`config.mk`:
```
export PLATFORM = sky130hd
export DESIGN_NAME = mesi_coherence_ctrl
export DESIGN_NICKNAME = d
export VERILOG_FILES = /design/src/rtl/mesi_coh_pkg.sv /design/src/rtl/mesi_rr_arb.sv /design/src/rtl/mesi_priv_cache.sv /design/src/rtl/mesi_home.sv /design/src/rtl/mesi_coherence_ctrl.sv
export SDC_FILE = /design/constraint.sdc
export NUM_CORES = 1
export LEC_CHECK = 0
export CORE_UTILIZATION = 30
export DETAILED_ROUTE_END_ITERATION = 8
export GPL_TIMING_DRIVEN = 0
export PLACE_DENSITY_LB_ADDON = 0.25
export SLEW_MARGIN = 40
export SYNTH_ARGS = -nofsm -noshare
export SYNTH_HDL_FRONTEND = slang
export SYNTH_SLANG_ARGS = --single-unit
```
`constraint.sdc`:
```
create_clock -name clk -period 4.9 [get_ports clk]
set_input_delay 1.47 -clock clk [delete_from_list [all_inputs] [get_ports clk]]
set_output_delay 1.47 -clock clk [all_outputs]
set_load 0.01 [all_outputs]
```
`src/rtl/mesi_coh_pkg.sv`:
```
package mesi_coh_pkg;
  typedef enum logic [1:0] {
    ST_I = 2'd0,
    ST_S = 2'd1,
    ST_E = 2'd2,
    ST_M = 2'd3
  } line_st_t;
endpackage

```
`src/rtl/mesi_rr_arb.sv`:
```
module mesi_rr_arb (
  input  logic       clk,
  input  logic       rst_n,
  input  logic [1:0] req,
  output logic [1:0] grant
);
  logic prio_q, prio_d, prio_en;

  always_comb begin
    prio_en = (req == 2'b11);
    prio_d  = ~prio_q;
    if (req == 2'b11) grant = prio_q ? 2'b10 : 2'b01;
    else              grant = req;
  end

  always_ff @(posedge clk or negedge rst_n) begin
    if (!rst_n)       prio_q <= 1'b0;
    else if (prio_en) prio_q <= prio_d;
  end

  AST_ONE_GRANT: assert property (@(posedge clk) disable iff (!rst_n)
    $countones(grant) <= 1);
  AST_GRANT_FROM_REQ: assert property (@(posedge clk) disable iff (!rst_n)
    (grant & ~req) == 2'b00);
  AST_RR_ALTERNATE: assert property (@(posedge clk) disable iff (!rst_n)
    (req == 2'b11) |=> ((req != 2'b11) || (grant != $past(grant))));
endmodule

```
`src/rtl/mesi_priv_cache.sv`:
```
module mesi_priv_cache
  import mesi_coh_pkg::*;
#(
  parameter int ADDR_W = 3,
  parameter int DATA_W = 32
) (
  input  logic              clk,
  input  logic              rst_n,
  input  logic [ADDR_W-1:0] lk_addr,
  output line_st_t          lk_state,
  output logic [DATA_W-1:0] lk_data,
  input  logic              upd_en,
  input  line_st_t          upd_state,
  input  logic              upd_data_en,
  input  logic [DATA_W-1:0] upd_data
);
  localparam int LINES = 1 << ADDR_W;

  line_st_t          st_q  [LINES];
  logic [DATA_W-1:0] dat_q [LINES];

  assign lk_state = st_q[lk_addr];
  assign lk_data  = dat_q[lk_addr];

  always_ff @(posedge clk or negedge rst_n) begin
    if (!rst_n) begin
      for (int i = 0; i < LINES; i++) st_q[i] <= ST_I;
    end else if (upd_en) begin
      st_q[lk_addr] <= upd_state;
    end
  end

  always_ff @(posedge clk) begin
    if (upd_data_en) dat_q[lk_addr] <= upd_data;
  end
endmodule

```
`src/rtl/mesi_home.sv`:
```
module mesi_home
  import mesi_coh_pkg::*;
#(
  parameter int ADDR_W = 3,
  parameter int DATA_W = 32
) (
  input  logic                   clk,
  input  logic                   rst_n,
  input  logic [1:0]             grant,
  input  logic                   op_write,
  input  logic [ADDR_W-1:0]      op_addr,
  input  logic [DATA_W-1:0]      op_wdata,
  input  logic [DATA_W/8-1:0]    op_be,
  input  line_st_t [1:0]         lk_state,
  input  logic [1:0][DATA_W-1:0] lk_data,
  output logic [1:0]             upd_en,
  output line_st_t [1:0]         upd_state,
  output logic [1:0]             upd_data_en,
  output logic [DATA_W-1:0]      upd_data,
  output logic [DATA_W-1:0]      rsp_data
);
  localparam int LINES = 1 << ADDR_W;
  localparam int BE_W  = DATA_W / 8;

  logic [DATA_W-1:0] mem_q [LINES];
  logic              mem_we;
  logic [DATA_W-1:0] mem_wd;
  logic              act, g, o;
  line_st_t          st_g, st_o;
  logic [DATA_W-1:0] old_line, merged;

  always_comb begin
    act  = |grant;
    g    = grant[1];
    o    = ~g;
    st_g = lk_state[g];
    st_o = lk_state[o];
    if (st_g != ST_I)      old_line = lk_data[g];
    else if (st_o == ST_M) old_line = lk_data[o];
    else                   old_line = mem_q[op_addr];
    merged = old_line;
    for (int b = 0; b < BE_W; b++)
      if (op_be[b]) merged[8*b +: 8] = op_wdata[8*b +: 8];

    upd_en      = '0;
    upd_state   = '{default: ST_I};
    upd_data_en = '0;
    upd_data    = old_line;
    rsp_data    = old_line;
    mem_we      = 1'b0;
    mem_wd      = lk_data[o];
    if (act && op_write) begin
      upd_en[g]      = 1'b1;
      upd_state[g]   = ST_M;
      upd_data_en[g] = 1'b1;
      upd_data       = merged;
      rsp_data       = merged;
      if (st_o != ST_I) begin
        upd_en[o]    = 1'b1;
        upd_state[o] = ST_I;
      end
      mem_we = (st_o == ST_M);
    end else if (act && st_g == ST_I) begin
      upd_en[g]      = 1'b1;
      upd_data_en[g] = 1'b1;
      upd_state[g]   = (st_o == ST_I) ? ST_E : ST_S;
      if (st_o == ST_E || st_o == ST_M) begin
        upd_en[o]    = 1'b1;
        upd_state[o] = ST_S;
      end
      mem_we = (st_o == ST_M);
    end
  end

  always_ff @(posedge clk or negedge rst_n) begin
    if (!rst_n) begin
      for (int i = 0; i < LINES; i++) mem_q[i] <= '0;
    end else if (mem_we) begin
      mem_q[op_addr] <= mem_wd;
    end
  end

  AST_SINGLE_OWNER0: assert property (@(posedge clk) disable iff (!rst_n)
    (act && (lk_state[0] == ST_M || lk_state[0] == ST_E)) |-> (lk_state[1] == ST_I));
  AST_SINGLE_OWNER1: assert property (@(posedge clk) disable iff (!rst_n)
    (act && (lk_state[1] == ST_M || lk_state[1] == ST_E)) |-> (lk_state[0] == ST_I));
endmodule

```
`src/rtl/mesi_coherence_ctrl.sv`:
```
module mesi_coherence_ctrl
  import mesi_coh_pkg::*;
#(
  parameter int ADDR_W = 3,
  parameter int DATA_W = 32
) (
  input  logic                clk,
  input  logic                rst_n,
  input  logic                c0_req_valid,
  output logic                c0_req_ready,
  input  logic                c0_req_write,
  input  logic [ADDR_W-1:0]   c0_req_addr,
  input  logic [DATA_W-1:0]   c0_req_wdata,
  input  logic [DATA_W/8-1:0] c0_req_be,
  output logic                c0_rsp_valid,
  output logic [DATA_W-1:0]   c0_rsp_data,
  input  logic                c1_req_valid,
  output logic                c1_req_ready,
  input  logic                c1_req_write,
  input  logic [ADDR_W-1:0]   c1_req_addr,
  input  logic [DATA_W-1:0]   c1_req_wdata,
  input  logic [DATA_W/8-1:0] c1_req_be,
  output logic                c1_rsp_valid,
  output logic [DATA_W-1:0]   c1_rsp_data
);
  localparam int BE_W = DATA_W / 8;

  logic [1:0]             req, grant;
  logic                   sel, act;
  logic                   op_write;
  logic [ADDR_W-1:0]      op_addr;
  logic [DATA_W-1:0]      op_wdata;
  logic [BE_W-1:0]        op_be;
  line_st_t [1:0]         lk_state;
  logic [1:0][DATA_W-1:0] lk_data;
  logic [1:0]             upd_en, upd_data_en;
  line_st_t [1:0]         upd_state;
  logic [DATA_W-1:0]      upd_data, rsp_data_d, rsp_data_q;
  logic [1:0]             rsp_vld_d, rsp_vld_q;

  assign req = {c1_req_valid, c0_req_valid};

  mesi_rr_arb u_arb (.clk(clk), .rst_n(rst_n), .req(req), .grant(grant));

  always_comb begin
    sel      = grant[1];
    act      = |grant;
    op_write = sel ? c1_req_write : c0_req_write;
    op_addr  = sel ? c1_req_addr  : c0_req_addr;
    op_wdata = sel ? c1_req_wdata : c0_req_wdata;
    op_be    = sel ? c1_req_be    : c0_req_be;
  end

  for (genvar c = 0; c < 2; c++) begin : g_core
    mesi_priv_cache #(.ADDR_W(ADDR_W), .DATA_W(DATA_W)) u_cache (
      .clk(clk), .rst_n(rst_n), .lk_addr(op_addr),
      .lk_state(lk_state[c]), .lk_data(lk_data[c]),
      .upd_en(upd_en[c]), .upd_state(upd_state[c]),
      .upd_data_en(upd_data_en[c]), .upd_data(upd_data)
    );
  end

  mesi_home #(.ADDR_W(ADDR_W), .DATA_W(DATA_W)) u_home (
    .clk(clk), .rst_n(rst_n), .grant(grant), .op_write(op_write),
    .op_addr(op_addr), .op_wdata(op_wdata), .op_be(op_be),
    .lk_state(lk_state), .lk_data(lk_data), .upd_en(upd_en),
    .upd_state(upd_state), .upd_data_en(upd_data_en),
    .upd_data(upd_data), .rsp_data(rsp_data_d)
  );

  assign rsp_vld_d = grant;

  always_ff @(posedge clk or negedge rst_n) begin
    if (!rst_n) rsp_vld_q <= '0;
    else        rsp_vld_q <= rsp_vld_d;
  end

  always_ff @(posedge clk) begin
    if (act) rsp_data_q <= rsp_data_d;
  end

  assign c0_req_ready = grant[0];
  assign c1_req_ready = grant[1];
  assign c0_rsp_valid = rsp_vld_q[0];
  assign c1_rsp_valid = rsp_vld_q[1];
  assign c0_rsp_data  = rsp_data_q;
  assign c1_rsp_data  = rsp_data_q;

  AST_RSP_AFTER_ACCEPT0: assert property (@(posedge clk) disable iff (!rst_n)
    (c0_req_valid && c0_req_ready) |=> c0_rsp_valid);
  AST_RSP_AFTER_ACCEPT1: assert property (@(posedge clk) disable iff (!rst_n)
    (c1_req_valid && c1_req_ready) |=> c1_rsp_valid);
  AST_RSP_ONEHOT: assert property (@(posedge clk) disable iff (!rst_n)
    $onehot0({c1_rsp_valid, c0_rsp_valid}));
  AST_LONE_REQ_READY: assert property (@(posedge clk) disable iff (!rst_n)
    (c0_req_valid && !c1_req_valid) |-> c0_req_ready);
endmodule

```
Word-level counts from Yosys, hierarchy flattened

Memory sizes are Yosys's and may differ from the RTL's.
Cells that the tools add are included.

Word-level logic and storage cells: 121
Memories: 2
Register bits: 323
Memory bits (read-only): 0
Bits in latches: 0
Input bits: 84
Output and inout bits: 68
Memory bits (writable): 512

Shifts and indexed selects: 0
Bitwise logic cells: 10
Multiplexer cells: 62
Add/subtract/negate cells: 0
Equal/unequal tests: 3
Reductions and logical operators: 11
Divide/modulo/power cells: 0
$mul: 0
Order comparisons: 6

Memory list:

| memory                  | depth | width | read ports | clocked after memory_dff | write ports | RTL line              | RTL |
|---|---|---|---|---|---|---|---|
| g_core[0].u_cache.dat_q | 8     | 32    | 1          | 0                        | 1           | mesi_priv_cache.sv:20 | `logic [DATA_W-1:0] dat_q [LINES];` |
| g_core[1].u_cache.dat_q | 8     | 32    | 1          | 0                        | 1           | mesi_priv_cache.sv:20 |  |

Operator list:

| kind                                                                  | number |
|---|---|
| 32-bit 2-to-1 mux                                                     | 11 |
| 256-bit bitwise mux                                                   | 1 |
| 32-bit binary-select mux with 3-bit select                            | 1 |
| 32-bit demux with 3-bit select                                        | 1 |
| 2-bit 2-to-1 mux                                                      | 20 |
| 16-bit bitwise mux                                                    | 2 |
| 8-bit 2-to-1 mux                                                      | 4 |
| 4-bit 2-to-1 mux                                                      | 5 |
| 2-bit binary-select mux with 3-bit select                             | 2 |
| 1-bit 2-to-1 mux                                                      | 9 |
| 4-bit AND                                                             | 2 |
| 2-bit demux with 3-bit select                                         | 1 |
| 2-bit equality test (second input constant)                           | 3 |
| 1-bit logical AND                                                     | 5 |
| 2-bit demux with 1-bit select                                         | 2 |
| 4-bit greater-or-equal comparator (second input constant)             | 1 |
| 2-bit zero test                                                       | 2 |
| 1-bit by 2-bit < comparator with 1-bit output (second input constant) | 2 |
| 4-bit by 1-bit < comparator with 1-bit output (second input constant) | 1 |
| 3-bit inverter with 4-bit output                                      | 1 |
| 4-bit inverter                                                        | 1 |
| 2-bit bitwise OR                                                      | 2 |
| 2-bit nonzero test                                                    | 2 |
| 3-bit 2-to-1 mux                                                      | 1 |
| other kinds (7)                                                       | 10 |

Depth between registers and ports, before layout

Word-level depth: 17
Gate-level depth with buffers: 14
Mapped depth without buffers: 9

Hierarchy

From an unflattened synthesis, not the netlist that was laid out.

Cells, all modules: 2157
Area, all modules: 37489.7 sq um

By module, submodules not included:

| module              | sequential area each (sq um) | instances | cells an instance | area an instance (sq um) |
|---|---|---|---|---|
| mesi_priv_cache     | 8087.8                       | 2         | 442               | 10546.4 |
| mesi_home           | 6406.1                       | 1         | 1155              | 14395.1 |
| mesi_coherence_ctrl | 1011.0                       | 1         | 112               | 1945.6 |
| mesi_rr_arb         | 25.0                         | 1         | 6                 | 56.3 |

Worst setup path after synthesis

Ideal clock, no wire load.

Kind: input-to-reg
Start point: input c0_req_addr[0]
End point: memory g_core[1].u_cache.dat_q[0][0] (enable)
Slack: -27 ps
Path buffers: 1
Stages on the path: 7
Data required time: 4479 ps
Data arrival time: 4506 ps
Setup time: 421 ps
Path through: buf_2 -> mux4_2 -> or3_1 -> o2111a_1 -> nor2_1 -> o21ai_1 -> nor2_1

Longest elaborated chain between the ends: 13
Elaborated cells on any way between the ends: 16
Those cells by class: mux: 13; bitwise: 1; reduce/logical: 2

Ends and longest elaborated chain:

| item                                                   | RTL line                  | RTL |
|---|---|---|
| start, declared                                        | mesi_coherence_ctrl.sv:12 | `input logic [ADDR_W-1:0] c0_req_addr,` |
| 3-bit 2-to-1 mux *                                     | mesi_coherence_ctrl.sv:49 | `op_addr = sel ? c1_req_addr : c0_req_addr;` |
| 3-bit inverter with 4-bit output (implied by the code) | mesi_priv_cache.sv:22     | `assign lk_state = st_q[lk_addr];` |
| 2-bit binary-select mux with 3-bit select              | mesi_priv_cache.sv:22     |  |
| 2-bit 2-to-1 mux (implied by the code) (2 in a row)    | mesi_priv_cache.sv:22     |  |
| 2-bit 2-to-1 mux (implied by the code) (2 in a row)    | mesi_home.sv:36           | `st_g = lk_state[g];` |
| 2-bit zero test                                        | mesi_home.sv:63           | `end else if (act && st_g == ST_I) begin` |
| 1-bit logical AND                                      | mesi_home.sv:63           |  |
| 2-bit 2-to-1 mux                                       | mesi_home.sv:63           |  |
| 2-bit 2-to-1 mux                                       | mesi_home.sv:52           | `if (act && op_write) begin` |
| 1-bit 2-to-1 mux                                       | mesi_priv_cache.sv:34     | `if (upd_data_en) dat_q[lk_addr] <= upd_data;` |
| 1-bit 2-to-1 mux (implied by the code)                 | mesi_priv_cache.sv:34     |  |
| end, declared                                          | mesi_priv_cache.sv:20     |  |

Mark *: on every way between the ends. The rest lies on a longest branch, timed or not. The select of a mux whose other input is x is not followed.

Final worst setup path

Start point: input c0_req_valid
End point: memory g_core[0].u_cache.dat_q[3][30], data pin

Longest elaborated chain between the ends: 14
Elaborated cells on any way between the ends: 34
Those cells by class: eq/ne: 2; mux: 26; bitwise: 1; reduce/logical: 3; memory: 2

Ends and longest elaborated chain:

| item                                                   | RTL line                               | RTL |
|---|---|---|
| start, declared                                        | mesi_coherence_ctrl.sv:9               | `input logic c0_req_valid,` |
| 2-bit equality test                                    | mesi_rr_arb.sv:12                      | `if (req == 2'b11) grant = prio_q ? 2'b10 : 2'b01;` |
| 2-bit 2-to-1 mux *                                     | mesi_rr_arb.sv:12                      |  |
| 3-bit 2-to-1 mux                                       | mesi_coherence_ctrl.sv:49              |  |
| 3-bit inverter with 4-bit output (implied by the code) | mesi_priv_cache.sv:22, mesi_home.sv:40 |  |
| 2-bit binary-select mux with 3-bit select              | mesi_priv_cache.sv:22                  |  |
| 2-bit 2-to-1 mux (implied by the code) (2 in a row)    | mesi_priv_cache.sv:22                  |  |
| 2-bit 2-to-1 mux (implied by the code) (2 in a row)    | mesi_home.sv:37                        | `st_o = lk_state[o];` |
| 2-bit equality test                                    | mesi_home.sv:39                        | `else if (st_o == ST_M) old_line = lk_data[o];` |
| 32-bit 2-to-1 mux                                      | mesi_home.sv:39                        |  |
| 32-bit 2-to-1 mux                                      | mesi_home.sv:38                        | `if (st_g != ST_I) old_line = lk_data[g];` |
| 8-bit 2-to-1 mux                                       | mesi_home.sv:43                        | `if (op_be[b]) merged[8*b +: 8] = op_wdata[8*b +: 8];` |
| 32-bit 2-to-1 mux *                                    | mesi_home.sv:52                        |  |
| via g_core[0].u_cache.upd_data[30]                     | mesi_priv_cache.sv:15                  | `input logic [DATA_W-1:0] upd_data` |
| end, declared                                          | mesi_priv_cache.sv:20                  |  |

Mark *: on every way through the listed nets, which the timed path passes. The rest lies on a longest branch. The select of a mux whose other input is x is not followed.

==> flow_metrics.tcl <==
set metrics [dict create \
    status "finished, violations left" \
    violations "setup timing" \
    fin_cells 4408 \
    synth_compound_area_share_pct 13.8 \
    max_freq_mhz 201 \
    drv_slew 0 \
    finalPower_mw 23.5 \
    mostFrequentLayoutCells "edfxtp_1 (544), dfrtp_1 (291), mux2_2 (241)" \
    final_common_cell "edfxtp_1" \
    whs_path_depth 1 \
    r2r_end "g_core[0].u_cache.dat_q[3][30]" \
    syn-cell-area_um2 35800 \
    grt_max_degree 82 \
    grt_util_all_layers_pct 22.4 \
    cp.arrival_ns 5.30 \
    synth.area.mux_share_pct 12.6 \
    slew_headroom_pct 37.7 \
    clk_pin_slew_ns 0.06 \
    r2r_cells 11 \
    synth-edff-count 544 \
    insertion_delay_ns 0.67 \
    core_area_um2 118000 \
    worst-endpoint-required_ns 5.24 \
    r2r-start "u_arb.prio_q" \
    rows 126 \
    antenna_found_initial 3 \
    synth.area.top_cells "edfxtp_1 (46%), dfrtp_1 (20%), mux2_2 (7.6%), o21ai_0 (3.2%), a22o_1 (2.8%)" \
    vias 25100 \
    yosys_warnings 0 \
    die_x_um 348 \
    cts_made_buffers 91 \
    cts_buffer_depth 3 \
    setup_viol 17 \
    power_leakage_nw 16.8 \
    numClockSinks 835 \
    synthCells 2457 \
    synth-seq-cells 835 \
    min_to "u_home.mem_q[161]" \
    yosys.area.top_type "edfxtp_1" \
    hold_path.class "flip-flop to flip-flop" \
    final_core_util_pct 38.4 \
    wl_per_cell_um 31.3 \
    synthSimpleGateAreaFrac_pct 4.62 \
    synth_area_per_cell_um2 14.6 \
    ant_nets 0 \
    clockRootBuffer "clkbuf_16" \
    drv_cap 0 \
    place_hpwl_um 99100 \
    synth_top_family_by_area "compound AO/OA/AOI/OAI gates" \
    setup-tns-final_ns -0.912 \
    hold_ws_ns 0.493 \
    grt_pass1_wl_um 193000 \
    num_io_pins 152 \
    synth.top_cell.area_share_pct 45.6 \
    holdBufCountCts 0 \
    yosysUniqueCellTypes 77 \
    startpoint_type "input pin" \
    place_inst 4206 \
    cts_tree "done" \
    firstDrtPassIters 5 \
    finalClockSkew_ns 0.0447 \
    grt_pass1_vias 24900 \
    overflow 0 \
    seq_area_frac_synth_pct 65.9 \
    setup_ws_ns -0.0635 \
    hp-start "u_home.mem_q[161]" \
    viasPerCell 5.69 \
    synthXorXnorAreaFrac_pct 0.0245 \
    dieArea_um2 121000 \
    synth_nets 2541 \
    drt_wl_total_um 138000 \
    synthAdderAreaFrac_pct 0 \
    area_growth_pct 26.8 \
    hold_viol 0 \
    layout_min_cycle_time_ns 4.96 \
    end_kind "flip-flop" \
    drtIter0Drc 3253 \
    critPathKind "input pin to flip-flop" \
    final_nets 2884 \
    ys_dominant_reg_cell "edfxtp_1" \
    fp.dieH_um 348 \
    placement.io_buffers 148 \
    cts_htree_levels 3 \
    ir_drop_uv 324 \
    r2r_slack_ns 0.53 \
    cp_max_fo 17 \
    period_share_pct 101 \
    place_congestion 0.901 \
    worst_pin_slew_ns 0.932 \
    drive_above_1_share_pct 30.3 \
    initial_utilization_pct 30.3 \
    p_per_area_nw_per_um2 518 \
    rsz0062_at_grt "false" \
    drc 0 \
    synthArstFlopShare_pct 34.9 \
]
## power breakdown
part	total (mW)	internal, mW	switching (mW)
clock	6.66	3.81	2.85
combinational	6.97	2.75	4.22
sequential	9.91	9.35	0.555
## area by class of cell
type	instances	area [µm²]
Fill cell	11000	72800
Tap cell	1536	1920
Inverter	8	33.8
Clock buffer	125	2520
Sequential cell	835	23600
Clock inverter	38	358
Buffer	206	1300
Antenna cell	2	5.00
Timing Repair Buffer	251	3130
Multi-Input combinational cell	1407	12500
## state kept, by name, summed over array words and instances (netlist names)
register              cells
g_core.u_cache.dat_q    512
u_home.mem_q            256
c0_rsp_data              32
g_core.u_cache.st_q      32
rsp_vld_q                 2
u_arb.prio_q              1
## synthesized netlist by cell type, types with 10 or more instances
cell and n:
edfxtp_1 544, dfrtp_1 291, mux2_2 241, o21ai_0 231, a22o_1 114, a22oi_1 106, nand2_1 96, clkbuf_1 84
mux2i_1 80, nand4_1 77, mux2_1 69, buf_2 68, a211oi_1 62, nor2_1 45, buf_4 41, a221oi_1 27
a21oi_1 21, nand3_1 19, o221ai_1 16, nor3_1 15, or2_2 14, a41oi_1 12, and3_1 11, nor4_1 11
and2_1 10
## how the worst max path moves through the flow
stage	start	to	slack (ns)	cells after the start
after floorplan	c0_req_addr[0]	g_core[1].u_cache.dat_q[0][0]	-0.03	7
after global placement	rst_n	rsp_vld_q[1]	-9.71	1
after detailed placement	c1_req_addr[1]	c0_rsp_data[19]	-2.44	12
after CTS	c0_req_addr[2]	g_core[0].u_cache.dat_q[7][10]	-0.02	13
after global routing	c1_req_addr[2]	g_core[0].u_cache.dat_q[0][1]	0.0002	13
final	c0_req_valid	g_core[0].u_cache.dat_q[3][30]	-0.06	12
## layer usage
layer | share of wire [%] | track usage [%] | vias up | routed length [µm]
li1 | - | - | 10400 | -
met1 | 43 | 31.4 | 13200 | 59300
met2 | 46 | 35.7 | 1245 | 63200
met3 | 7.8 | 3.40 | 237 | 10800
met4 | 3.3 | 6.98 | 4 | 4520
met5 | 0.021 | 0 | - | 29
## cells by family after synthesis
| kind of cell | Yosys count |
|---|---|
| AOI/OAI and AO/OA | 683 |
| xor gates and xnor gates | 1 |
| buffers and inverters | 215 |
| DFF | 835 |
| muxes | 401 |
| and+or+nand+nor | 322 |
## through the flow
step,instance area (µm²),setup slack [ns]
2_1_floorplan,35800,-0.0271
3_3_place_gp,39200,-9.71
3_5_place_dp,41000,-2.44
4_1_cts,45000,-0.0245
5_1_grt,45400,0.000202
6_report,45400,-0.0635
## critical path, cell delays in order
cell             delay [ns]
clkdlybuf4s15_2        0.28
nand2b_1               0.08
buf_4                  0.18
buf_6                  0.16
clkbuf_1               0.32
nand4_1                0.20
o21ai_0                0.30
clkbuf_2               0.40
a211oi_1               0.74
mux2i_2                0.37
and2_1                 0.27
o31a_2                 0.49
## repair_timing
item,4_1_cts,5_1_grt
pin swaps,18,9
gates resized for setup,174,78
setup buffers,28,10
setup endpoints to repair,1100,451
Power figures use the tool's default switching activity.
